### src/rtl/tri_add_pkg.sv
package tri_add_pkg;

  localparam int unsigned INSTR_W = 64;
  localparam int unsigned NUM_OPS = 3;

  typedef enum logic [1:0] {
    FORM_REG  = 2'd0,
    FORM_CBUF = 2'd1,
    FORM_IMM  = 2'd2,
    FORM_IMM2 = 2'd3
  } form_e;

  typedef enum logic [1:0] {
    HGT_FULL = 2'd0,
    HGT_LO   = 2'd1,
    HGT_HI   = 2'd2,
    HGT_BAD  = 2'd3
  } height_e;

  typedef enum logic [1:0] {
    PS_KEEP  = 2'd0,
    PS_SHR   = 2'd1,
    PS_SHL   = 2'd2,
    PS_KEEP2 = 2'd3
  } pshift_e;

  // Field positions inside the instruction word; index 0 = A, 1 = B, 2 = C
  localparam int unsigned DST_LSB   = 0;
  localparam int unsigned DST_W     = 8;
  localparam int unsigned MODE_LSB  = 37;
  localparam int unsigned IMM_LSB   = 20;
  localparam int unsigned IMM_W     = 19;
  localparam int unsigned IMM_SIGN  = 56;
  localparam int unsigned NEG_A_BIT = 51;
  localparam int unsigned HGT_A_LSB = 35;

endpackage

### src/rtl/tri_add_decode.sv
module tri_add_decode
  import tri_add_pkg::*;
#(
  parameter int unsigned DATA_W = 32
) (
  input  logic [INSTR_W-1:0]          instr,
  input  logic [1:0]                  form,
  input  logic [DATA_W-1:0]           opb_reg,
  input  logic [DATA_W-1:0]           opb_cbuf,
  output logic [DST_W-1:0]            dst,
  output logic                        reg_form,
  output pshift_e                     pshift,
  output logic [NUM_OPS-1:0][1:0]     hgt,
  output logic [NUM_OPS-1:0]          neg,
  output logic [DATA_W-1:0]           opb,
  output logic                        bad_hgt
);

  localparam int unsigned EXT_W = DATA_W - IMM_W;

  logic [DATA_W-1:0] imm_ext;

  assign dst      = instr[DST_LSB +: DST_W];
  assign reg_form = (form_e'(form) == FORM_REG);
  assign imm_ext  = {{EXT_W{instr[IMM_SIGN]}}, instr[IMM_LSB +: IMM_W]};

  // Height fields step down by two bits per operand, negate flags by one bit
  for (genvar g = 0; g < NUM_OPS; g++) begin : g_fields
    assign hgt[g] = reg_form ? instr[HGT_A_LSB - 2*g +: 2] : 2'(HGT_FULL);
    assign neg[g] = instr[NEG_A_BIT - g];
  end

  assign pshift = reg_form ? pshift_e'(instr[MODE_LSB +: 2]) : PS_KEEP;

  always_comb begin
    unique case (form_e'(form))
      FORM_REG:  opb = opb_reg;
      FORM_CBUF: opb = opb_cbuf;
      default:   opb = imm_ext;
    endcase
  end

  always_comb begin
    bad_hgt = 1'b0;
    for (int i = 0; i < NUM_OPS; i++) begin
      if (height_e'(hgt[i]) == HGT_BAD) bad_hgt = 1'b1;
    end
  end

endmodule

### src/rtl/tri_add_shaper.sv
module tri_add_shaper
  import tri_add_pkg::*;
#(
  parameter int unsigned DATA_W = 32
) (
  input  logic [DATA_W-1:0] val_in,
  input  logic [1:0]        hgt,
  input  logic              neg,
  output logic [DATA_W-1:0] val_out
);

  localparam int unsigned HALF_W = DATA_W / 2;

  logic [DATA_W-1:0] cut;

  always_comb begin
    unique case (height_e'(hgt))
      HGT_LO:  cut = {{HALF_W{1'b0}}, val_in[HALF_W-1:0]};
      HGT_HI:  cut = {{HALF_W{1'b0}}, val_in[DATA_W-1:HALF_W]};
      default: cut = val_in;
    endcase
  end

  // Negation follows the half-word cut
  assign val_out = neg ? (~cut + DATA_W'(1)) : cut;

endmodule

### src/rtl/tri_add_core.sv
module tri_add_core
  import tri_add_pkg::*;
#(
  parameter int unsigned DATA_W = 32
) (
  input  logic [NUM_OPS-1:0][DATA_W-1:0] ops,
  input  pshift_e                        pshift,
  output logic [DATA_W-1:0]              sum
);

  localparam int unsigned HALF_W = DATA_W / 2;

  logic [DATA_W-1:0] part;
  logic [DATA_W-1:0] moved;

  assign part = ops[0] + ops[1];

  always_comb begin
    unique case (pshift)
      PS_SHR:  moved = part >> HALF_W;
      PS_SHL:  moved = part << HALF_W;
      default: moved = part;
    endcase
  end

  assign sum = moved + ops[2];

endmodule

### src/rtl/tri_add_unit.sv
module tri_add_unit
  import tri_add_pkg::*;
#(
  parameter int unsigned DATA_W = 32
) (
  input  logic                clk,
  input  logic                rst_n,
  input  logic                in_valid,
  output logic                in_ready,
  input  logic [63:0]         in_instr,
  input  logic [1:0]          in_form,
  input  logic [DATA_W-1:0]   in_opa,
  input  logic [DATA_W-1:0]   in_opb_reg,
  input  logic [DATA_W-1:0]   in_opb_cbuf,
  input  logic [DATA_W-1:0]   in_opc,
  input  logic                in_guard,
  output logic                out_valid,
  input  logic                out_ready,
  output logic [7:0]          out_dst,
  output logic [DATA_W-1:0]   out_result,
  output logic                out_wr_en,
  output logic                out_err
);

  logic [DST_W-1:0]              dec_dst;
  logic                          dec_reg_form;
  pshift_e                       dec_pshift;
  logic [NUM_OPS-1:0][1:0]       dec_hgt;
  logic [NUM_OPS-1:0]            dec_neg;
  logic [DATA_W-1:0]             dec_opb;
  logic                          dec_bad;
  logic [NUM_OPS-1:0][DATA_W-1:0] raw_ops;
  logic [NUM_OPS-1:0][DATA_W-1:0] shaped;
  logic [DATA_W-1:0]             sum;
  logic                          take;

  tri_add_decode #(.DATA_W(DATA_W)) u_dec (
    .instr    (in_instr),
    .form     (in_form),
    .opb_reg  (in_opb_reg),
    .opb_cbuf (in_opb_cbuf),
    .dst      (dec_dst),
    .reg_form (dec_reg_form),
    .pshift   (dec_pshift),
    .hgt      (dec_hgt),
    .neg      (dec_neg),
    .opb      (dec_opb),
    .bad_hgt  (dec_bad)
  );

  assign raw_ops[0] = in_opa;
  assign raw_ops[1] = dec_opb;
  assign raw_ops[2] = in_opc;

  for (genvar g = 0; g < NUM_OPS; g++) begin : g_shape
    tri_add_shaper #(.DATA_W(DATA_W)) u_shp (
      .val_in  (raw_ops[g]),
      .hgt     (dec_hgt[g]),
      .neg     (dec_neg[g]),
      .val_out (shaped[g])
    );
  end

  tri_add_core #(.DATA_W(DATA_W)) u_core (
    .ops    (shaped),
    .pshift (dec_pshift),
    .sum    (sum)
  );

  assign in_ready = !out_valid || out_ready;
  assign take     = in_valid && in_ready;

  always_ff @(posedge clk) begin
    if (!rst_n) begin
      out_valid  <= 1'b0;
      out_dst    <= '0;
      out_result <= '0;
      out_wr_en  <= 1'b0;
      out_err    <= 1'b0;
    end else begin
      if (in_ready) out_valid <= in_valid;
      if (take) begin
        out_dst    <= dec_dst;
        out_result <= sum;
        out_wr_en  <= in_guard && !dec_bad;
        out_err    <= dec_bad;
      end
    end
  end

endmodule

### config.mk
export PLATFORM = sky130hd
export DESIGN_NAME = tri_add_unit
export DESIGN_NICKNAME = d
export VERILOG_FILES = /design/src/rtl/tri_add_pkg.sv /design/src/rtl/tri_add_decode.sv /design/src/rtl/tri_add_shaper.sv /design/src/rtl/tri_add_core.sv /design/src/rtl/tri_add_unit.sv
export SDC_FILE = /design/constraint.sdc
export NUM_CORES = 1
export LEC_CHECK = 0
export ABC_CLOCK_PERIOD_IN_PS = 10400
export CAP_MARGIN = 20
export CORE_AREA = 2 2 158 160
export DETAILED_ROUTE_END_ITERATION = 12
export DIE_AREA = 0 0 160 162
export DONT_BUFFER_PORTS = 1
export PLACE_DENSITY_LB_ADDON = 0.12
export SLEW_MARGIN = 30
export SYNTH_ARGS = -nofsm -noshare
export SYNTH_HDL_FRONTEND = slang
export SYNTH_HIERARCHICAL = 1
export SYNTH_SLANG_ARGS = --single-unit
### constraint.sdc
create_clock -name clk -period 10.4 [get_ports clk]
set_input_delay 2.08 -clock clk [delete_from_list [all_inputs] [get_ports clk]]
set_output_delay 2.08 -clock clk [all_outputs]
set_load 0.1 [all_outputs]
==> results of run 1 <==
cell usage after synthesis (all sizes together), types with 19 or more instances:
cell	instances	area, sq um
nand2	230	891
a21o	30	225
and2	21	134
clkbuf	50	188
a22o	36	318
nor2b	19	119
xor2	48	420
nor2	96	363
nor3	27	150
o22ai	29	219
buf	54	473
a31oi	29	181
mux2	27	330
inv	52	195
mux2i	70	701
a22oi	34	255
o21ai	89	460
ha	74	926
nor4	32	303
xnor2	60	526
dfxtp	43	861
a21oi	86	438
nand3	30	163
power by group through the flow:
stage                     logic [W]  registers (W)  clock network [W]
after floorplan             0.00119       0.000674                  0
after global placement      0.00149       0.000693                  0
after detailed placement    0.00151       0.000693                  0
after CTS                   0.00152       0.000691           0.000154
after global routing        0.00168       0.000698           0.000162
final                       0.00152       0.000690           0.000151
kinds of logic after synthesis:
logic type,synth area share (%)
AND/OR/NAND/NOR,25.5
AO/OA/AOI/OAI,31.2
buffers and inverters,7.98
XOR/XNOR,8.78
multiplexers,9.57
adder cells (fa/ha/maj),8.97
flip-flops,7.99
critical path, delay by kind of cell:
family / cells / cell delay (ns)
xor gates and xnor gates: 2 / 0.58
and+or+nand+nor: 5 / 1.19
AOI/OAI and AO/OA: 18 / 4.63
buffers and inverters: 2 / 0.34
adders and majority gates: 3 / 1.02
muxes: 1 / 0.12
per-layer routing:
layer  global-route usage, %  wire, microns  vias up  part of all wire [%]
li1                        -              -     5363                     -
met1                    33.3          15200     5154                    43
met2                    44.3          16700      373                    47
met3                    3.24           2100       51                   5.9
met4                    9.50           1370        0                   3.9
met5                       0              0        -                     0
flip-flops by register name (all words and copies together), names as in the netlist:
| signal | count |
|---|---|
| out_wr_en | 1 |
| out_result | 32 |
| out_err | 1 |
| out_dst | 8 |
| out_valid | 1 |
worst max path at each step:
stage          startpoint        endpoint  slack [ns]
2_1_floorplan  in_form[0]  out_result[30]        1.11
3_3_place_gp   in_form[1]  out_result[30]        0.55
3_5_place_dp   in_form[1]  out_result[30]        0.51
4_1_cts        in_form[1]  out_result[30]        0.79
5_1_grt        in_form[1]  out_result[30]        0.13
6_report       in_form[1]  out_result[30]        0.67
metrics by stage:
step,cell area (sq um),std cells,util (%),power [W]
after floorplan,10800,1495,-,0.00186
after global placement,10600,1731,44.1,0.00219
after detailed placement,10600,1731,44.1,0.00220
after CTS,10800,1739,44.7,0.00236
after global routing,10800,1739,44.7,0.00254
final,10800,1739,44.7,0.00237
layout by cell type (no fill, tap or decap), drive strengths merged, types with 11 or more instances in the layout:
master / instances
a21o: 30
a21oi: 86
a221oi: 11
a22o: 36
a22oi: 34
a31oi: 29
and2: 21
and3: 14
buf: 16
dfxtp: 43
ha: 74
inv: 52
mux2: 27
mux2i: 70
nand2: 230
nand2b: 11
nand3: 30
nand3b: 14
nand4: 11
nor2: 96
nor2b: 19
nor3: 27
nor4: 32
o211ai: 15
o21ai: 89
o22ai: 29
or3: 15
xnor2: 60
xor2: 48
area by class of cell:
| cell class | instances | area (sq um) | share of cell area, % |
|---|---|---|---|
| clock buffer | 6 | 129 | 1.20 |
| sequential | 43 | 861 | 7.99 |
| timing repair buffer | 16 | 120 | 1.11 |
| inverter | 53 | 199 | 1.85 |
| clock inverter | 2 | 12.5 | 0.116 |
| multi-input combinational | 1295 | 9050 | 84.0 |
| tap | 324 | 405 | 3.76 |
==> results.json, run 1 <==
{
  "wire_per_inst_microns": 20.4,
  "antenna_violations_before_repair": 0,
  "cp_max_fo": 53,
  "p_per_area_mw_per_mm2": 219,
  "number_of_warnings_printed_during_yosys_synthesis": 6,
  "seqPwrFrac_pct": 29.2,
  "grt_first_pass_wirelength_mm": 54.5,
  "min_period_over_period_pct": 93.6,
  "synth-edff-count": 0,
  "final.setup.worst_slack_ns": 0.667,
  "cp.arrival_ns": 9.95,
  "critical_path_required_ns": 10.61,
  "numClockSinks": 43,
  "tritoncts_clock_tree": "yes",
  "synth_nets": 1770,
  "globalRouteTotalUtil_pct": 25.8,
  "postCtsSetupBuffers": 0,
  "setup_tns_ns": 0,
  "initial_utilization_pct": 44.7,
  "largest_net_degree_at_the_start_of_global_routing": 86,
  "min-delay-path-class": "reg -> reg",
  "first_global_vias": 9884,
  "dr_total_vias": 10941,
  "drt_iter0_markers": 793,
  "setup_viol_count_final": 0,
  "worst_case_clock_skew_ns": 0.00651,
  "drive_gt1_share_pct": 7.63,
  "async_flop_share_pct": 0,
  "timing.critical_path.slowest_stage_cell": "sky130_fd_sc_hd__a2111oi_4",
  "hold-path-endpoint": "out_result[7]",
  "ir_worst_vdd_uv": 204,
  "post_synthesis_to_final_layout_area_growth_pct": 0.0810,
  "hold_bufs_inserted_after_cts": 0,
  "floorplan.core_area_sq_mm": 0.0241,
  "cts-resized-gates": 0,
  "final_hold_viol_count": 0,
  "max_stage_delay_ns": 0.61,
  "worst_pin_slew_ns": 1.02,
  "htreeDepth": 2,
  "dieArea_sq_mm": 0.0259,
  "cts-buffers-inserted": 5,
  "min_period_ns": 9.73,
  "syn_area_per_cell_sq_um": 7.20,
  "rrSetupSlack_ns": 8.14,
  "synth-seq-cells": 43,
  "count_of_nets_left_with_antenna_violations_after_detail_routing": 0,
  "path_common_cell": "sky130_fd_sc_hd__a21oi_1",
  "criticalPathCategory": "in -> reg",
  "maxCapViolCount": 0,
  "antenna-diode-count": 0,
  "dpl_worst_slack_ns": 0.506,
  "finalMaxSlewViolations": 0,
  "drt_first_pass_iters": 5,
  "design.final.nets": 1689,
  "startpoint_kind_of_the_worst_setup_timing_path": "input port",
  "clock_network_fraction_of_total_power_pct": 6.4,
  "count_of_unresolved_drc_violations_after_routing": 0,
  "cts-root-to-sink-buffers": 2,
  "maxSlewHeadroom_pct": 31.7,
  "clock.fmax_ghz": 0.103,
  "route.detailed.vias_per_inst": 6.29,
  "cellInternalPower_w": 0.000946,
  "critPathCaptureType": "flop",
  "comb_power_share_pct": 64.5,
  "timing.rr.start": "out_valid",
  "hold_path_startpoint": "out_result[7]",
  "syn-instance-count": 1495,
  "worst_hold_slack_ns": 0.910,
  "fill_cell_count": 2636,
  "clk_pin_slew_worst_paths_ns": 0.06,
  "wl_mm": 35.4,
  "fp.dieW_microns": 160,
  "overflow": 0,
  "worstSkewPairLatency_ns": 0.28,
  "capturing_point_of_the_worst_reg2reg_path": "out_dst[6]",
  "rows": 57,
  "synth_area_sq_mm": 0.0108,
  "holdPathStages": 2,
  "synth_cell_type_count": 98,
  "clock-root-buffer": "sky130_fd_sc_hd__clkbuf_16",
  "floorplan.io_pins": 243,
  "portBuffers": 0,
  "leakage_nw": 4.44,
  "p_sw_w": 0.00142,
  "dp.final_hpwl_mm": 28.8,
  "synth_ff_type": "sky130_fd_sc_hd__dfxtp_1",
  "synth_seq_area_share_pct": 7.99,
  "worst_r2r_path_depth": 3,
  "routabilityCongestion": 0.931,
  "run_status": "finished clean",
  "rsz0062_at_grt": "false",
  "sw_frac_of_total_pct": 60.0,
  "die_height_microns": 162
}
Power figures use the tool's default switching activity.
==> run 2: changes to the inputs <==
--- a/config.mk
+++ b/config.mk
@@ -6,11 +6,13 @@
 export NUM_CORES = 1
 export LEC_CHECK = 0
 export ABC_CLOCK_PERIOD_IN_PS = 10400
-export CAP_MARGIN = 20
+export CAP_MARGIN = 10
 export CORE_AREA = 2 2 158 160
+export CTS_BUF_LIST = sky130_fd_sc_hd__clkbuf_2
 export DETAILED_ROUTE_END_ITERATION = 12
 export DIE_AREA = 0 0 160 162
 export DONT_BUFFER_PORTS = 1
+export GPL_TIMING_DRIVEN = 0
 export PLACE_DENSITY_LB_ADDON = 0.12
 export SLEW_MARGIN = 30
 export SYNTH_ARGS = -nofsm -noshare
==> results.json, run 2 (synthesis gave the netlist of run 1 again) <==
{
  "globalRouteTotalUtil_pct": 28.0,
  "max_stage_delay_ns": 0.39,
  "design.final.nets": 1783,
  "hold_bufs_inserted_after_cts": 0,
  "finalMaxSlewViolations": 0,
  "min_period_ns": 9.87,
  "p_per_area_mw_per_mm2": 207,
  "count_of_unresolved_drc_violations_after_routing": 0,
  "startpoint_kind_of_the_worst_setup_timing_path": "input port",
  "dp.final_hpwl_mm": 31.5,
  "clock-root-buffer": "sky130_fd_sc_hd__clkbuf_2",
  "min_period_over_period_pct": 94.9,
  "cp_max_fo": 10,
  "final_hold_viol_count": 0,
  "htreeDepth": 2,
  "biggestRegsByFlops": "out_result (32), out_dst (8)",
  "run_status": "finished clean",
  "overflow": 0,
  "placed_area_sq_mm": 0.0112,
  "register_area_sq_um": 862,
  "count_of_nets_left_with_antenna_violations_after_detail_routing": 0,
  "fill_cell_count": 2601,
  "post_synthesis_to_final_layout_area_growth_pct": 4.81,
  "multiInputGateArea_sq_mm": 0.00907,
  "path_common_cell": "sky130_fd_sc_hd__ha_1",
  "leakage_nw": 4.70,
  "antenna-diode-count": 0,
  "most_frequent_cells_in_the_layout": "224 x sky130_fd_sc_hd__nand2_1, 94 x sky130_fd_sc_hd__nor2_1, 84 x sky130_fd_sc_hd__a21oi_1, 74 x sky130_fd_sc_hd__ha_1, 72 x sky130_fd_sc_hd__o21ai_0",
  "power.total_w": 0.00234,
  "timing.critical_path.slowest_stage_cell": "sky130_fd_sc_hd__a2111o_1",
  "mostFrequentLayoutCell": "sky130_fd_sc_hd__nand2_1",
  "ir_worst_vdd_uv": 171,
  "dieArea_sq_mm": 0.0259,
  "portBuffers": 0,
  "antenna_violations_before_repair": 0,
  "maxCapViolCount": 0,
  "worst_case_clock_skew_ns": 0.00759,
  "tritoncts_clock_tree": "yes",
  "largest_register_ffs": 32,
  "critPathCaptureType": "flop",
  "largest_net_degree_at_the_start_of_global_routing": 13,
  "cp.arrival_ns": 10.23,
  "grt_first_pass_wirelength_mm": 59.2,
  "dr_total_vias": 11528,
  "maxSlewHeadroom_pct": 31.5,
  "setup_viol_count_final": 0,
  "die_height_microns": 162,
  "wire_per_inst_microns": 20.8,
  "numClockSinks": 43,
  "wl_mm": 38.1,
  "worst_pin_slew_ns": 1.03,
  "route.detailed.vias_per_inst": 6.29,
  "clock.fmax_ghz": 0.101,
  "cts-buffers-inserted": 5,
  "fp.dieW_microns": 160,
  "floorplan.core_area_sq_mm": 0.0241,
  "initial_utilization_pct": 44.7,
  "rows": 57,
  "floorplan.io_pins": 243,
  "critical_path_required_ns": 10.75,
  "top_reg_by_flops": "out_result",
  "cts-root-to-sink-buffers": 2,
  "clk_pin_slew_worst_paths_ns": 0.20,
  "first_global_vias": 10701,
  "drt_iter0_markers": 931,
  "postLayoutCellArea_sq_mm": 0.0113,
  "min-delay-path-class": "reg -> reg",
  "worstSkewPairLatency_ns": 0.40,
  "drt_first_pass_iters": 5,
  "drive_gt1_share_pct": 10.4,
  "routabilityCongestion": 0.982,
  "criticalPathCategory": "in -> reg"
}
-- run 2: cell type report --
cell class | count | share of cell area (%)
multi-input combinational | 1295 | 80.4
sequential | 43 | 7.64
buffer | 104 | 5.88
tap | 324 | 3.59
inverter | 53 | 1.76
timing repair buffer | 6 | 0.399
clock buffer | 6 | 0.266
clock inverter | 2 | 0.0665
-- run 2: timing repair --
action,4_1_cts,5_1_grt
setup buffers,0,6
pin swaps,1,3
gates resized for setup,0,12
endpoints found under the setup margin,1,13
-- run 2: critical path: cells and delay by family --
kind	cells	cell delay, ns
simple gates	7	1.42
buf+inv	6	1.00
mux	1	0.13
fa+ha+maj	4	1.24
xor+xnor	2	0.38
compound gates	18	3.96
-- run 2: layer usage --
layer / global-route usage [%] / share of wire (%) / vias up
li1: - / - / 5560
met1: 36.5 / 43 / 5445
met2: 48.8 / 48 / 460
met3: 2.76 / 6.1 / 63
met4: 8.52 / 3.2 / 0
met5: 0 / 0 / -
-- run 2: report_power, final --
| part | switching (W) | internal (W) |
|---|---|---|
| sequential | 0.000468 | 0.000222 |
| clock | 0.0000517 | 0.0000162 |
| combinational | 0.000927 | 0.000653 |
| total | 0.00145 | 0.000891 |
-- run 2: worst paths after layout --
kind | start | end | slack [ns] | cells past startpoint
max | in_form[0] | out_result[30] | 0.53 | 38
min | out_result[23] | out_result[23] | 0.75 | 2
max reg2reg | out_valid | out_result[18] | 8.16 | 5
min reg2reg | out_result[23] | out_result[23] | 0.75 | 2
-- run 2: through the flow --
| step | TNS [ns] | util (%) | instances | worst slack (ns) | hold slack [ns] |
|---|---|---|---|---|---|
| 6_report | 0 | 46.8 | 1833 | 0.525 | 0.747 |
| 5_1_grt | -0.0169 | 46.8 | 1833 | -0.0169 | 0.783 |
| 4_1_cts | 0 | 46.5 | 1827 | 0.0271 | 0.927 |
| 3_5_place_dp | -3.54 | 46.4 | 1819 | -0.552 | 0.900 |
| 3_3_place_gp | -2.77 | 46.4 | 1819 | -0.499 | 0.895 |
| 2_1_floorplan | 0 | - | 1495 | 1.11 | 0.878 |
